--- config.mk ---
export PLATFORM = sky130hd
export DESIGN_NAME = nor_id_responder
export DESIGN_NICKNAME = d
export VERILOG_FILES = /design/src/rtl/nor_id_pkg.sv /design/src/rtl/nor_cmd_seq.sv /design/src/rtl/nor_read_path.sv /design/src/rtl/nor_id_responder.sv
export SDC_FILE = /design/constraint.sdc
export NUM_CORES = 1
export LEC_CHECK = 0
export CAP_MARGIN = 10
export CORE_UTILIZATION = 39
export CTS_BUF_LIST = sky130_fd_sc_hd__clkbuf_8
export CTS_CLUSTER_SIZE = 30
export DETAILED_ROUTE_END_ITERATION = 12
export GPL_ROUTABILITY_DRIVEN = 0
export PLACE_DENSITY = 0.95
export SLEW_MARGIN = 10
export SYNTH_ARGS = -nofsm -noshare
export SYNTH_HDL_FRONTEND = slang
export SYNTH_SLANG_ARGS = --single-unit
export TNS_END_PERCENT = 50
--- constraint.sdc ---
create_clock -name clk -period 1.4 [get_ports clk]
set_input_delay 0.28 -clock clk [delete_from_list [all_inputs] [get_ports clk]]
set_output_delay 0.28 -clock clk [all_outputs]
set_load 0.005 [all_outputs]
--- src/rtl/nor_id_pkg.sv ---
package nor_id_pkg;

  typedef enum logic [1:0] {
    SEQ_IDLE  = 2'd0,
    SEQ_GOT_A = 2'd1,
    SEQ_GOT_B = 2'd2
  } seq_t;

  localparam logic [15:0] CMD_UNLOCK_A = 16'h00AA;
  localparam logic [15:0] CMD_UNLOCK_B = 16'h0055;
  localparam logic [15:0] CMD_IDENTIFY = 16'h0090;
  localparam logic [15:0] CMD_RESET    = 16'h00F0;

  localparam logic [31:0] OFF_UNLOCK_A = 32'h0000_0555;
  localparam logic [31:0] OFF_UNLOCK_B = 32'h0000_02AA;
  localparam logic [31:0] OFF_RESET    = 32'h0000_0000;

  // Byte address falls inside the bank window.
  function automatic logic bank_hit(logic [31:0] byte_addr, logic [31:0] base,
                                    logic [31:0] win_bytes);
    return (byte_addr >= base) && ((byte_addr - base) < win_bytes);
  endfunction

  // Word offset of a byte address relative to the bank base.
  function automatic logic [31:0] word_off(logic [31:0] byte_addr, logic [31:0] base);
    return (byte_addr - base) >> 1;
  endfunction

  // Stub array content at a given index.
  function automatic logic [15:0] stub_word(logic [31:0] idx, logic [15:0] seed,
                                            logic [15:0] step);
    logic [15:0] prod;
    prod = 16'(idx) * step;
    return seed + prod;
  endfunction

endpackage

--- src/rtl/nor_cmd_seq.sv ---
module nor_cmd_seq
  import nor_id_pkg::*;
(
  input  logic        clk,
  input  logic        rst_n,
  input  logic        wr_hit,
  input  logic [31:0] off,
  input  logic [15:0] wr_data,
  output logic        enter_id,
  output logic        exit_cmd,
  output logic        seq_break
);

  seq_t state_q, state_d;
  logic step_ok;

  always_comb begin
    step_ok = 1'b0;
    case (state_q)
      SEQ_IDLE:  step_ok = (off == OFF_UNLOCK_A) && (wr_data == CMD_UNLOCK_A);
      SEQ_GOT_A: step_ok = (off == OFF_UNLOCK_B) && (wr_data == CMD_UNLOCK_B);
      SEQ_GOT_B: step_ok = (off == OFF_UNLOCK_A) && (wr_data == CMD_IDENTIFY);
      default:   step_ok = 1'b0;
    endcase
  end

  always_comb begin
    state_d = state_q;
    if (wr_hit) begin
      if (!step_ok) begin
        state_d = SEQ_IDLE;
      end else begin
        case (state_q)
          SEQ_IDLE:  state_d = SEQ_GOT_A;
          SEQ_GOT_A: state_d = SEQ_GOT_B;
          default:   state_d = SEQ_IDLE;
        endcase
      end
    end
  end

  assign enter_id  = wr_hit && step_ok && (state_q == SEQ_GOT_B);
  assign exit_cmd  = wr_hit && (off == OFF_RESET) && (wr_data == CMD_RESET);
  assign seq_break = wr_hit && !step_ok && (state_q != SEQ_IDLE);

  always_ff @(posedge clk or negedge rst_n) begin
    if (!rst_n) state_q <= SEQ_IDLE;
    else        state_q <= state_d;
  end

endmodule

--- src/rtl/nor_read_path.sv ---
module nor_read_path
  import nor_id_pkg::*;
#(
  parameter int unsigned STUB_WORDS = 16,
  parameter logic [15:0] STUB_SEED  = 16'h1200,
  parameter logic [15:0] STUB_STEP  = 16'h0111,
  parameter logic [15:0] DEV_ID     = 16'h223D,
  localparam int unsigned STUB_AW   = (STUB_WORDS > 1) ? $clog2(STUB_WORDS) : 1
) (
  input  logic               clk,
  input  logic               rst_n,
  input  logic               rd_en,
  input  logic               in_bank,
  input  logic               mode_id,
  input  logic               id_sel,
  input  logic [STUB_AW-1:0] stub_idx,
  output logic [15:0]        rd_data
);

  logic [15:0] stub_rom [STUB_WORDS];
  logic [15:0] rd_next;

  for (genvar g = 0; g < STUB_WORDS; g++) begin : g_stub
    assign stub_rom[g] = stub_word(32'(g), STUB_SEED, STUB_STEP);
  end

  always_comb begin
    if (!in_bank)     rd_next = 16'h0000;
    else if (mode_id) rd_next = id_sel ? DEV_ID : 16'h0000;
    else              rd_next = stub_rom[stub_idx];
  end

  always_ff @(posedge clk or negedge rst_n) begin
    if (!rst_n)     rd_data <= 16'h0000;
    else if (rd_en) rd_data <= rd_next;
  end

endmodule

--- src/rtl/nor_id_responder.sv ---
module nor_id_responder
  import nor_id_pkg::*;
#(
  parameter int unsigned ADDR_W     = 28,
  parameter logic [31:0] BASE_ADDR  = 32'h0900_0000,
  parameter int unsigned OFF_W      = 12,
  parameter logic [15:0] DEV_ID     = 16'h223D,
  parameter logic [31:0] ID_OFF     = 32'h0000_000E,
  parameter int unsigned STUB_WORDS = 16,
  parameter logic [15:0] STUB_SEED  = 16'h1200,
  parameter logic [15:0] STUB_STEP  = 16'h0111
) (
  input  logic              clk,
  input  logic              rst_n,
  input  logic              wr_en,
  input  logic              rd_en,
  input  logic [ADDR_W-1:0] bus_addr,
  input  logic [15:0]       wr_data,
  output logic [15:0]       rd_data,
  output logic              mode_id
);

  localparam logic [31:0] WIN_BYTES = 32'(1) << (OFF_W + 1);
  localparam int unsigned STUB_AW   = (STUB_WORDS > 1) ? $clog2(STUB_WORDS) : 1;

  logic [31:0] addr32;
  logic [31:0] off;
  logic        in_bank;
  logic        wr_hit;
  logic        enter_id;
  logic        exit_cmd;
  logic        seq_break;
  logic        mode_q;

  assign addr32  = {{(32 - ADDR_W){1'b0}}, bus_addr};
  assign in_bank = bank_hit(addr32, BASE_ADDR, WIN_BYTES);
  assign off     = word_off(addr32, BASE_ADDR);
  assign wr_hit  = wr_en && in_bank;

  nor_cmd_seq u_seq (
    .clk       (clk),
    .rst_n     (rst_n),
    .wr_hit    (wr_hit),
    .off       (off),
    .wr_data   (wr_data),
    .enter_id  (enter_id),
    .exit_cmd  (exit_cmd),
    .seq_break (seq_break)
  );

  always_ff @(posedge clk or negedge rst_n) begin
    if (!rst_n)        mode_q <= 1'b0;
    else if (exit_cmd) mode_q <= 1'b0;
    else if (enter_id) mode_q <= 1'b1;
  end

  assign mode_id = mode_q;

  nor_read_path #(
    .STUB_WORDS (STUB_WORDS),
    .STUB_SEED  (STUB_SEED),
    .STUB_STEP  (STUB_STEP),
    .DEV_ID     (DEV_ID)
  ) u_rd (
    .clk      (clk),
    .rst_n    (rst_n),
    .rd_en    (rd_en),
    .in_bank  (in_bank),
    .mode_id  (mode_q),
    .id_sel   (off == ID_OFF),
    .stub_idx (off[STUB_AW-1:0]),
    .rd_data  (rd_data)
  );

endmodule

# Yosys cells after proc, flatten, opt, wreduce, memory -nomap -nowiden
# Memory sizes are Yosys's and may differ from the RTL's.
# Index checks and enable logic that the tools add are counted.
[op_classes] add_sub_neg=1 order_cmp=3 eq_ne=9 mux=10 n_bitwise=1 reduce_logical=12
[op_table] cell="16-bit 2-to-1 mux" n=4
[op_table] cell="16-bit by 8-bit == test with 1-bit output, second input constant" n=3
[op_table] cell="32-bit logical NOT" n=1
[op_table] cell="32-bit by 14-bit < comparator with 1-bit output, second input constant" n=1
[op_table] cell="31-bit by 10-bit == test with 1-bit output, second input constant" n=1
[op_table] cell="31-bit by 11-bit == test with 1-bit output, second input constant" n=1
[op_table] cell="31-bit by 4-bit == test with 1-bit output, second input constant" n=1
[op_table] cell="28-bit by 28-bit subtractor with 29-bit output, second input constant" n=1
[op_table] cell="28-bit >= comparator, second input constant" n=1
[op_table] cell="16-bit by 7-bit == test with 1-bit output, second input constant" n=1
[op_table] cell="14-bit 2-to-1 mux" n=1
[op_table] cell="1-bit logical AND" n=9
[op_table] cell="5-bit >= comparator, second input constant" n=1
[op_table] cell="4-bit inverter with 5-bit output" n=1
[op_table] cell="2-bit case mux with 2 select lines" n=1
[op_table] cell="1-bit case mux with 3 select lines" n=1
[op_table] cell="2-bit by 1-bit == test with 1-bit output, second input constant" n=1
[op_table] cell="2-bit == test, second input constant" n=1
[op_table] cell="2-bit logical NOT" n=1
[op_table] cell="1-bit 2-to-1 mux" n=2
[op_table] cell="2-bit 2-to-1 mux" n=1
[op_table] cell="2-bit nonzero test" n=1
[totals] register_bits=19 rom_bits=256 in_bits=48 out_inout_bits=17 wordCells=40 n_memories=1
[mem_list] memory="(no name shown)" words=16 width=16 rd=1 rd_ports_with_merged_regs=0 write_ports=0 line="nor_read_path.sv:30" text="else rd_next = stub_rom[stub_idx];"

# Logic depth before layout (Yosys ltp)
# Gate-level depths: netlist (run 1).
[logic_depth] depth_word=8 mapped_depth=7 ltp_nobuf=7

# By module
# From an unflattened synthesis (run 1), not the netlist that was laid out.
[hier_totals] hier_cells=134 hier_area_um2=1247.4
[modules_own_cells] mod="nor_read_path" n_inst=1 cells_each=56 area_each_um2=659.4 seq_area_each_um2=325.3
[modules_own_cells] mod="nor_cmd_seq" n_inst=1 cells_each=45 area_each_um2=341.6 seq_area_each_um2=50.0
[modules_own_cells] mod="nor_id_responder" n_inst=1 cells_each=33 area_each_um2=246.5 seq_area_each_um2=25.0

# Worst setup path before layout (run 1)
# OpenSTA, ideal clock, no wires.
[synth_path] kind="input-to-reg" from="input port bus_addr[24]" to="register mode_q, in the netlist mode_id" setup_ns=0.119 arrival_ns=1.519 slack_ns=-0.238 cell_stages=7 path_buffers=0 path_cell_list="inv_1 > ha_1 > o21bai_1 > o21a_1 > nor4_1 > nand3_1 > o21a_1"
[synth_via] elab_chain_len=7 elab_cells_between_ends=18
[synth_lines] element="start, declared" line="nor_id_responder.sv:17" text="input logic [ADDR_W-1:0] bus_addr,"
[synth_lines] element="28-bit by 28-bit subtractor with 29-bit output" line="nor_id_pkg.sv:21, nor_id_pkg.sv:26"
[synth_lines] element="32-bit by 14-bit < comparator with 1-bit output (tied with other cells)" line="nor_id_pkg.sv:21" text="return (byte_addr >= base) && ((byte_addr - base) < win_bytes);"
[synth_lines] element="1-bit logical AND, on equally long branches"
[synth_lines] element="1-bit logical AND / 1-bit case mux with 3 select lines (equally long branches)" line="nor_id_responder.sv:38, nor_cmd_seq.sv:19"
[synth_lines] element="1-bit logical AND, on equally long branches (2 in series)" line="nor_cmd_seq.sv:43, nor_cmd_seq.sv:42"
[synth_lines] element="1-bit 2-to-1 mux / 2-bit nonzero test (equally long branches)"
[synth_lines] element="end signal, assigned" line="nor_id_responder.sv:52" text="if (!rst_n) mode_q <= 1'b0;"
[synth_lines] element="end signal, assigned" line="nor_id_responder.sv:53" text="else if (exit_cmd) mode_q <= 1'b0;"
[synth_lines] element="end signal, assigned" line="nor_id_responder.sv:54" text="else if (enter_id) mode_q <= 1'b1;"
[synth_lines] element="end, declared" line="nor_id_responder.sv:33" text="logic mode_q;"
# Parallel ways exist; a longest one is shown, timed or not.
# A chain may end at the register's enable or synchronous reset.

# Worst setup path in the final report (run 1)
[layout_path] from="input port bus_addr[22]" to="register u_rd.rd_data[11]"
[layout_via] elab_chain_len=4 elab_cells_between_ends=5
[layout_lines] element="28-bit by 28-bit subtractor with 29-bit output" line="nor_id_pkg.sv:21"
[layout_lines] element="32-bit by 14-bit < comparator with 1-bit output" line="nor_id_pkg.sv:21"
[layout_lines] element="1-bit logical AND (*)" line="nor_id_pkg.sv:21"
[layout_lines] element="16-bit 2-to-1 mux (*)" line="nor_read_path.sv:28" text="if (!in_bank) rd_next = 16'h0000;"
[layout_lines] element="end signal, assigned" line="nor_read_path.sv:35" text="else if (rd_en) rd_data <= rd_next;"
[layout_lines] element="end, declared" line="nor_read_path.sv:17" text="output logic [15:0] rd_data"
# Mark *: on every way between the ends. The rest lies on a longest branch, timed or not.

==> results.tsv, run 1 <==
metric	value	unit
cap_violations	0	
cts_sinks	16	
crit_required	1550	ps
rrSetupSlack	-190	ps
power_frac_comb	0.253	
start_util	0.4290	
pwr-share-clk	0.347	
fin_nets	265	
cts_buffers	3	
hpwlAfterDp	2976	um
core_area	2590	um^2
cts_tree	done	
final_common_cell	clkdlybuf4s50_1	
p_total	0.001156	W
pin_count	65	
powerDensity	526.9	nW/um^2
crit_top_cell	nor4b_4	
regArea	401.6	um^2
timing.rr.end	mode_id	
avgSynthCellArea	9.107	um^2
grt_start_max_net_pins	17	
clockBufferDepth	2	
hp-class	input port to asynchronous set/reset pin	
routed_via_density	5.846	
ys_types	37	
worst_slack	-245.5	ps
cp_slowest_cell	nor4b_4	
synth_top_family_by_area	simple AND/OR/NAND/NOR gates	
synth_ff_type	dfrtp_1	
synth_cells	122	
row_count	18	
fin_crit_sh	1.175	
setup_viol_count_final	16	
clkSlewWorstSetupHoldPaths	60	ps
synth_adder_area_share	0.05631	
drt_iter0_markers	79	
area_delta_synth_final	97.52	%
cts_root_buf	clkbuf_8	
post_drt_wl_per_cell	18.84	um
ant_nets	0	
finalHoldViolCount	0	
hold_ws	355.6	ps
crit_type	input port to flip-flop	
multi_input_area	817.0	um^2
cp_num_buf_inv	1	
htreeDepth	1	
crit_arrival	1790	ps
status	complete, but fails checks	
yosys.area_share.simple	0.4200	
numPortBuffers	61	
layout_common_cells	clkdlybuf4s50_1, buf_4, dfrtp_1	
worstPathMaxFanout	6	
cp_cell_sequence	buf_6 -> nor4b_4 -> nand4_1 -> nor4b_4 -> nand2_1 -> o22ai_1	
vdd_drop_max	0.0005589	V
ys_async_sr_fraction	1.000	
met3_length	413	um
first_pass_iters	4	
r2r_cells	5	
cp_top_family	simple AND/OR/NAND/NOR gates	
drive_gt1_frac	0.3934	
timing.fmax	607.7	MHz
m1WireLength	1501	um
yosys.area_share.xor_xnor	0.007883	
top_layer	met4	
failed_checks	setup timing	
totalWireLength	4540	um
p_sw_frac	0.2380	
yosysSeqAreaShare	0.3604	
vias	1409	
gr-total-overflow	0	
synth_seq_cells	16	
p_int	0.0008811	W
synth_compound_area_frac	0.08671	
cp-end-kind	flip-flop	
fill_cells	138	
grt_pass1_wl	6265	um
cp_slowest_stage_delay	470	ps
seqPwrFrac	0.400	
wl_met2	2402	um
drc	0	
antenna_found_initial	0	
p_leak	1.126	nW
rsz0062_at_grt	true	
die-width	55.38	um
clk_latency	250	ps
dieArea	3066	um^2
gr-usage-all-layers	0.2650	
skew	3.944	ps
synth-edff-count	0	
power_switching	0.0002752	W
synthMuxAreaShare	0	
drv_slew	0	
yosys_warnings	0	
die_h	55.38	um
diodes	0	
grt_pass1_vias	1362	
finalCriticalPeriod	1646	ps
critPathLaunchType	input port	
synth_area	1111	um^2
r2r_start	u_seq.state_q[0]	
postCtsHoldBufs	0	
## power by group through the flow
stage | clock network, W | registers (W) | logic (W)
2_1_floorplan | 0 | 0.000471 | 0.0000634
3_3_place_gp | 0 | 0.000471 | 0.000264
3_5_place_dp | 0 | 0.000471 | 0.000277
4_1_cts | 0.000401 | 0.000463 | 0.000271
5_1_grt | 0.000426 | 0.000462 | 0.000310
6_report | 0.000401 | 0.000462 | 0.000293
## metal layers
metal	vias to the layer above	track usage
li1	615	-
met1	657	0.2695
met2	115	0.5146
met3	22	0.04684
met4	0	0.1214
met5	-	0
## through the flow
stage	area [um^2]	util	std cells	setup TNS, ps	setup slack (ps)
after floorplan	1190	-	123	-1356	-157.6
after detailed placement	1946	0.7512	228	-12920	-936.7
final	2195	0.8473	241	-2307	-245.5
after CTS	2033	0.7850	233	-2170	-210.7
after global placement	1946	0.7512	228	-11810	-772.2
after global routing	2195	0.8473	241	-3219	-351.1
## cell families (layout without fill, tap and decap cells)
family,Yosys count,in the layout
XOR/XNOR,1,1
other,1,2
adder cells (fa/ha/maj),5,5
flip-flops,16,16
buffers and inverters,16,104
AO/OA/AOI/OAI,15,15
AND/OR/NAND/NOR,68,68
## layout make-up
cell class	count	area share
Clock buffer	4	0.02509
Inverter	12	0.02851
Multi-Input combinational cell	91	0.3723
Sequential cell	16	0.1830
Tap cell	30	0.01710
Timing Repair Buffer	88	0.3740
## worst max path at each step
stage                      start               end  slack (ps)  depth (start not counted)
floorplan            bus_addr[1]   u_rd.rd_data[9]        -160                          5
global placement    bus_addr[25]           mode_id        -770                          9
CTS                 bus_addr[25]           mode_id        -210                          9
detailed placement  bus_addr[25]  u_seq.state_q[1]        -940                          9
finish              bus_addr[22]  u_rd.rd_data[11]        -250                          6
global route        bus_addr[14]  u_rd.rd_data[11]        -350                          6
## synth_stat cells, drive strengths merged, types with 4 or more instances
cell,n,area share
dfrtp,16,0.36
nand2,15,0.051
inv,12,0.041
nor4,9,0.062
nand3,8,0.041
o21ai,7,0.032
nand2b,6,0.034
nand4,6,0.047
ha,5,0.056
nor2,5,0.017
buf,4,0.025
## registers in the layout (all words and copies together) (netlist names)
name,count
mode_id,1
u_rd.rd_data,13
u_seq.state_q,2
## repair_timing
| action | CTS | global route |
|---|---|---|
| endpoints found under the setup margin | 20 | 22 |
| endpoints found under the hold margin | 0 | 0 |
| buffers inserted | 1 | 9 |
| gates resized for setup | 80 | 43 |
| pin swaps | 24 | 24 |
No activity file was read; power rests on OpenSTA's default activity.
==> run 2, diff against run 1 <==
--- a/config.mk
+++ b/config.mk
@@ -6,11 +6,12 @@
 export NUM_CORES = 1
 export LEC_CHECK = 0
 export CAP_MARGIN = 10
-export CORE_UTILIZATION = 39
+export CORE_UTILIZATION = 42
 export CTS_BUF_LIST = sky130_fd_sc_hd__clkbuf_8
 export CTS_CLUSTER_SIZE = 30
 export DETAILED_ROUTE_END_ITERATION = 12
 export GPL_ROUTABILITY_DRIVEN = 0
+export GPL_TIMING_DRIVEN = 0
 export PLACE_DENSITY = 0.95
 export SLEW_MARGIN = 10
 export SYNTH_ARGS = -nofsm -noshare
==> constraint.sdc (replaced) <==
create_clock -name clk -period 2.1 [get_ports clk]
set_input_delay 0.42 -clock clk [delete_from_list [all_inputs] [get_ports clk]]
set_output_delay 0.42 -clock clk [all_outputs]
set_load 0.005 [all_outputs]
==> results.tsv, run 2 (synthesis gave the netlist of run 1 again) <==
metric	value	unit	change
dieArea	2855	um^2	was 3066 um^2
fin_nets	244		was 265
busiest_layer	met2		unchanged
fin_area	1919	um^2	was 2195 um^2
fin_crit_sh	0.9827		
cap_violations	0		unchanged
hold_ws	510.8	ps	was 355.6 ps
gr-total-overflow	0		unchanged
clk_latency	250	ps	about the same
worstMarginPinSlew	754.5	ps	
use_met3	0.03736		was 0.04684
timing.fmax	484.6	MHz	
critPathLaunchType	input port		unchanged
p_leak	0.8554	nW	was 1.126 nW
hpwlAfterDp	2882	um	was 2976 um
die_h	53.44	um	was 55.38 um
regMostFlops	u_rd.rd_data		unchanged
start_util	0.4485		was 0.4290
crit_arrival	2210	ps	was 1790 ps
drive_gt1_frac	0.1421		was 0.3934
clkSlewWorstSetupHoldPaths	60	ps	about the same
routed_via_density	5.682		was 5.846
drc	0		unchanged
postCtsHoldBufs	0		unchanged
utilization	0.7747		was 0.8473
area_delta_synth_final	72.75	%	was 97.52%
numPortBuffers	61		unchanged
slew_headroom	0.4954		
layout_common_cells	clkdlybuf4s50_1, dfrtp_1, nand2_1		was clkdlybuf4s50_1, buf_4, dfrtp_1
diodes	0		unchanged
hp-class	input port to flip-flop		was input port to asynchronous set/reset pin
grt_pass1_wl	5423	um	was 6265 um
worstPathMaxFanout	8		was 6
cts_tree	done		unchanged
finalCriticalPeriod	2064	ps	
drt_iter0_markers	20		was 79
crit_type	input port to flip-flop		unchanged
post_dp_cell_area	1763	um^2	was 1946 um^2
antenna_found_initial	0		unchanged
first_pass_iters	4		unchanged
drv_slew	0		unchanged
use_met1	0.3024		was 0.2695
skew	0.8800	ps	was 3.944 ps
setup_viol_count_final	0		was 16
clockBufferDepth	2		unchanged
largest_register_ffs	13		unchanged
finalHoldViolCount	0		unchanged
grt_use_met2	0.5250		was 0.5146
vias	1250		was 1,409
powerDensity	390.5	nW/um^2	was 526.9 nW/um^2
ant_nets	0		unchanged
gr-usage-all-layers	0.2707		was 0.2650
cp-end-kind	flip-flop		unchanged
core_area	2477	um^2	was 2590 um^2
status	finished, final reports clean		was complete, but fails checks
htreeDepth	1		unchanged
grt_start_max_net_pins	17		unchanged
final_common_cell	clkdlybuf4s50_1		unchanged
rsz0062_at_grt	true		unchanged
pin_count	65		unchanged
vdd_drop_max	0.0003123	V	was 0.0005589 V
p_total	0.0007495	W	was 0.001156 W
cts_buffers	3		unchanged
cts_sinks	16		unchanged
crit_required	2240	ps	was 1550 ps
totalWireLength	3827	um	was 4540 um
post_drt_wl_per_cell	17.40	um	was 18.84 um
row_count	18		unchanged
cts_root_buf	clkbuf_8		unchanged
grt_pass1_vias	1172		was 1,362
die-width	53.44	um	was 55.38 um
-- run 2: metal layers --
layer,part of all wire,routed length (um)
met1,0.38,1437
met2,0.56,2133
met3,0.053,201
met4,0.014,55
met5,0,0
-- run 2: worst paths after layout --
kind | startpoint | end | slack (ps) | cells after the start
max in group asynchronous | rst_n | mode_id | 1020 | 1
worst max register to register | u_seq.state_q[0] | mode_id | 630 | 5
worst max-delay path | bus_addr[2] | mode_id | 40 | 6
worst min register to register | u_rd.rd_data[8] | u_rd.rd_data[8] | 520 | 2
min in group asynchronous | rst_n | u_rd.rd_data[1] | 610 | 1
worst min-delay path | bus_addr[1] | u_rd.rd_data[8] | 510 | 3
-- run 2: per-stage QoR --
stage | setup WS [ps] | std cells | setup TNS, ps
6_report | 36.38 | 220 | 0
2_1_floorplan | 321.7 | 123 | 0
5_1_grt | -15.68 | 220 | -40.56
3_3_place_gp | -363.0 | 214 | -3791
3_5_place_dp | -440.6 | 214 | -5002
4_1_cts | 10.06 | 220 | 0
-- run 2: report_power, final --
group / internal, W / switching, W
clock: 0.000166 / 0.000110
combinational: 0.0000975 / 0.0000677
sequential: 0.000308 / 0.00000000329
total: 0.000572 / 0.000177
-- run 2: worst max-delay path: stages --
cell and delay [ps]:
clkdlybuf4s50_1 610, nor4_1 430, nand4b_1 210, nor4_4 240, nand3_1 110, o21a_1 170
-- run 2: final cells by class --
class	count	area [um^2]
multi-input combinational	91	711.9
timing repair buffer	63	641.9
fill	157	558.0
sequential	16	400.4
clock buffer	4	55.05
inverter	12	45.04
tap	30	37.54
buffer	4	27.53
-- run 2: repair_timing --
item,in CTS,in global routing
gates resized for setup,7,15
setup endpoints to repair,15,16
buffers inserted,2,0
pin swaps,2,8
==> run 3, diff against run 2 <==
--- a/config.mk
+++ b/config.mk
@@ -11,7 +11,6 @@
 export CTS_CLUSTER_SIZE = 30
 export DETAILED_ROUTE_END_ITERATION = 12
 export GPL_ROUTABILITY_DRIVEN = 0
-export GPL_TIMING_DRIVEN = 0
 export PLACE_DENSITY = 0.95
 export SLEW_MARGIN = 10
 export SYNTH_ARGS = -nofsm -noshare
==> results.tsv, run 3 (synthesis gave the netlist of run 1 again) <==
metric	value	unit	change
row_count	18		unchanged
postCtsHoldBufs	0		unchanged
numPortBuffers	61		unchanged
grt_start_max_net_pins	17		unchanged
p_sw_frac	0.2435		was 0.2367
hold_ws	523.1	ps	was 510.8 ps
r2r_start	u_seq.state_q[0]		unchanged
core_area	2477	um^2	unchanged
cap_violations	0		unchanged
fin_area	1953	um^2	was 1919 um^2
critPathLaunchType	input port		unchanged
cp-end-kind	flip-flop		unchanged
worstMarginPinSlew	765.8	ps	was 754.5 ps
cts_sinks	16		unchanged
vdd_drop_max	0.0003226	V	was 0.0003123 V
rrSetupSlack	690	ps	was 630 ps
whs_path_depth	2		was 3
min_from	u_rd.rd_data[1]		was bus_addr[1]
cts_root_buf	clkbuf_8		unchanged
gr-total-overflow	0		unchanged
drv_slew	0		unchanged
powerDensity	391.7	nW/um^2	was 390.5 nW/um^2
seqPwrFrac	0.403		was 0.411
vias	1338		was 1,250
hpwlAfterDp	3064	um	was 2882 um
regMostFlops	u_rd.rd_data		unchanged
routed_via_density	5.894		was 5.682
largest_register_ffs	13		unchanged
crit_type	input port to flip-flop		unchanged
p_leak	0.8527	nW	was 0.8554 nW
power_frac_comb	0.227		was 0.220
gr-usage-all-layers	0.2881		was 0.2707
final_common_cell	clkdlybuf4s50_1		unchanged
totalWireLength	4220	um	was 3827 um
crit_arrival	2240	ps	was 2210 ps
clkSlewWorstSetupHoldPaths	70	ps	was 60 ps
area_delta_synth_final	75.79	%	was 72.75%
grt_pass1_vias	1266		was 1,172
stdcell_count	227		was 220
pin_count	65		unchanged
drive_gt1_frac	0.1777		was 0.1421
start_util	0.4485		unchanged
skew	4.145	ps	was 0.8800 ps
crit_required	2280	ps	was 2240 ps
die-width	53.44	um	unchanged
diodes	0		unchanged
post_drt_wl_per_cell	18.59	um	was 17.40 um
power_switching	0.0001862	W	was 0.0001774 W
antenna_found_initial	0		unchanged
grt_pass1_wl	5740	um	was 5423 um
ant_nets	0		unchanged
layout_common_cells	clkdlybuf4s50_1, dfrtp_1, nand2_1		unchanged
utilization	0.7884		was 0.7747
die_h	53.44	um	unchanged
drc	0		unchanged
setup_viol_count_final	0		unchanged
cts_tree	done		unchanged
drt_iter0_markers	72		was 20
dieArea	2855	um^2	unchanged
r2r_cells	5		unchanged
worstPathMaxFanout	6		was 8
htreeDepth	1		unchanged
fin_nets	251		was 244
p_int	0.0005788	W	was 0.0005721 W
timing.fmax	484.9	MHz	was 484.6 MHz
finalHoldViolCount	0		unchanged
timing.rr.end	mode_id		unchanged
clockBufferDepth	2		unchanged
finalCriticalPeriod	2062	ps	was 2064 ps
slew_headroom	0.4879		was 0.4954
post_dp_cell_area	1833	um^2	was 1763 um^2
status	finished, final reports clean		unchanged
setup_tns	0	ps	unchanged
cts_buffers	3		unchanged
clk_latency	260	ps	was 250 ps
fin_crit_sh	0.9820		was 0.9827
dp_cells	223		was 214
hp-class	flip-flop to flip-flop		was input port to flip-flop
hold-path-endpoint	u_rd.rd_data[1]		was u_rd.rd_data[8]
post-cts-setup-buffer-count	0		was 2
cp-startpoint	bus_addr[23]		was bus_addr[2]
first_pass_iters	4		unchanged
pwr-share-clk	0.370		was 0.368
run 3: timing repair:
| action | 4_1_cts | 5_1_grt |
|---|---|---|
| pin swaps | 2 | 9 |
| endpoints found under the setup margin | 7 | 15 |
| resized for setup | 3 | 16 |
run 3: worst max-delay path by stage:
stage / end / slack (ps) / cells after the start
after detailed placement: mode_id / -300 / 9
after floorplan: mode_id / 320 / 7
after global placement: mode_id / -220 / 9
after global routing: u_rd.rd_data[7] / -70 / 7
final: u_rd.rd_data[7] / 40 / 7
after CTS: mode_id / -10 / 9
run 3: cell type report:
cell class / instances / area (um^2)
timing repair buffer: 74 / 723.2
tap: 30 / 37.54
fill: 165 / 524.3
clock buffer: 4 / 55.05
inverter: 12 / 45.04
multi-input combinational: 91 / 691.9
sequential: 16 / 400.4
run 3: power by group through the flow:
stage	Sequential, W	Clock (W)	Combinational, W
final	0.000308	0.000283	0.000174
after global routing	0.000308	0.000293	0.000183
after CTS	0.000308	0.000279	0.000164
after detailed placement	0.000314	0	0.000159
after global placement	0.000314	0	0.000152
after floorplan	0.000314	0	0.0000353
run 3: through the flow:
| step | setup slack (ps) | power, W |
|---|---|---|
| 2_1_floorplan | 321.7 | 0.0003493 |
| 3_3_place_gp | -220.6 | 0.0004663 |
| 3_5_place_dp | -304.9 | 0.0004733 |
| 4_1_cts | -10.27 | 0.0007505 |
| 5_1_grt | -66.54 | 0.0007841 |
| 6_report | 37.72 | 0.0007650 |
run 3: per-layer routing:
| layer | part of all wire | track usage | vias to the layer above |
|---|---|---|---|
| met5 | 0 | 0 | - |
| met3 | 0.062 | 0.03448 | 12 |
| met4 | 0.021 | 0.1140 | 0 |
| li1 | - | - | 593 |
| met1 | 0.38 | 0.3252 | 649 |
| met2 | 0.54 | 0.5354 | 84 |
run 3: worst max-delay path: stages:
cell	delay, ps
clkdlybuf4s50_1	420
nor4b_2	280
buf_4	180
nand4_1	190
nor4b_4	460
nand2_1	160
o21ai_1	120
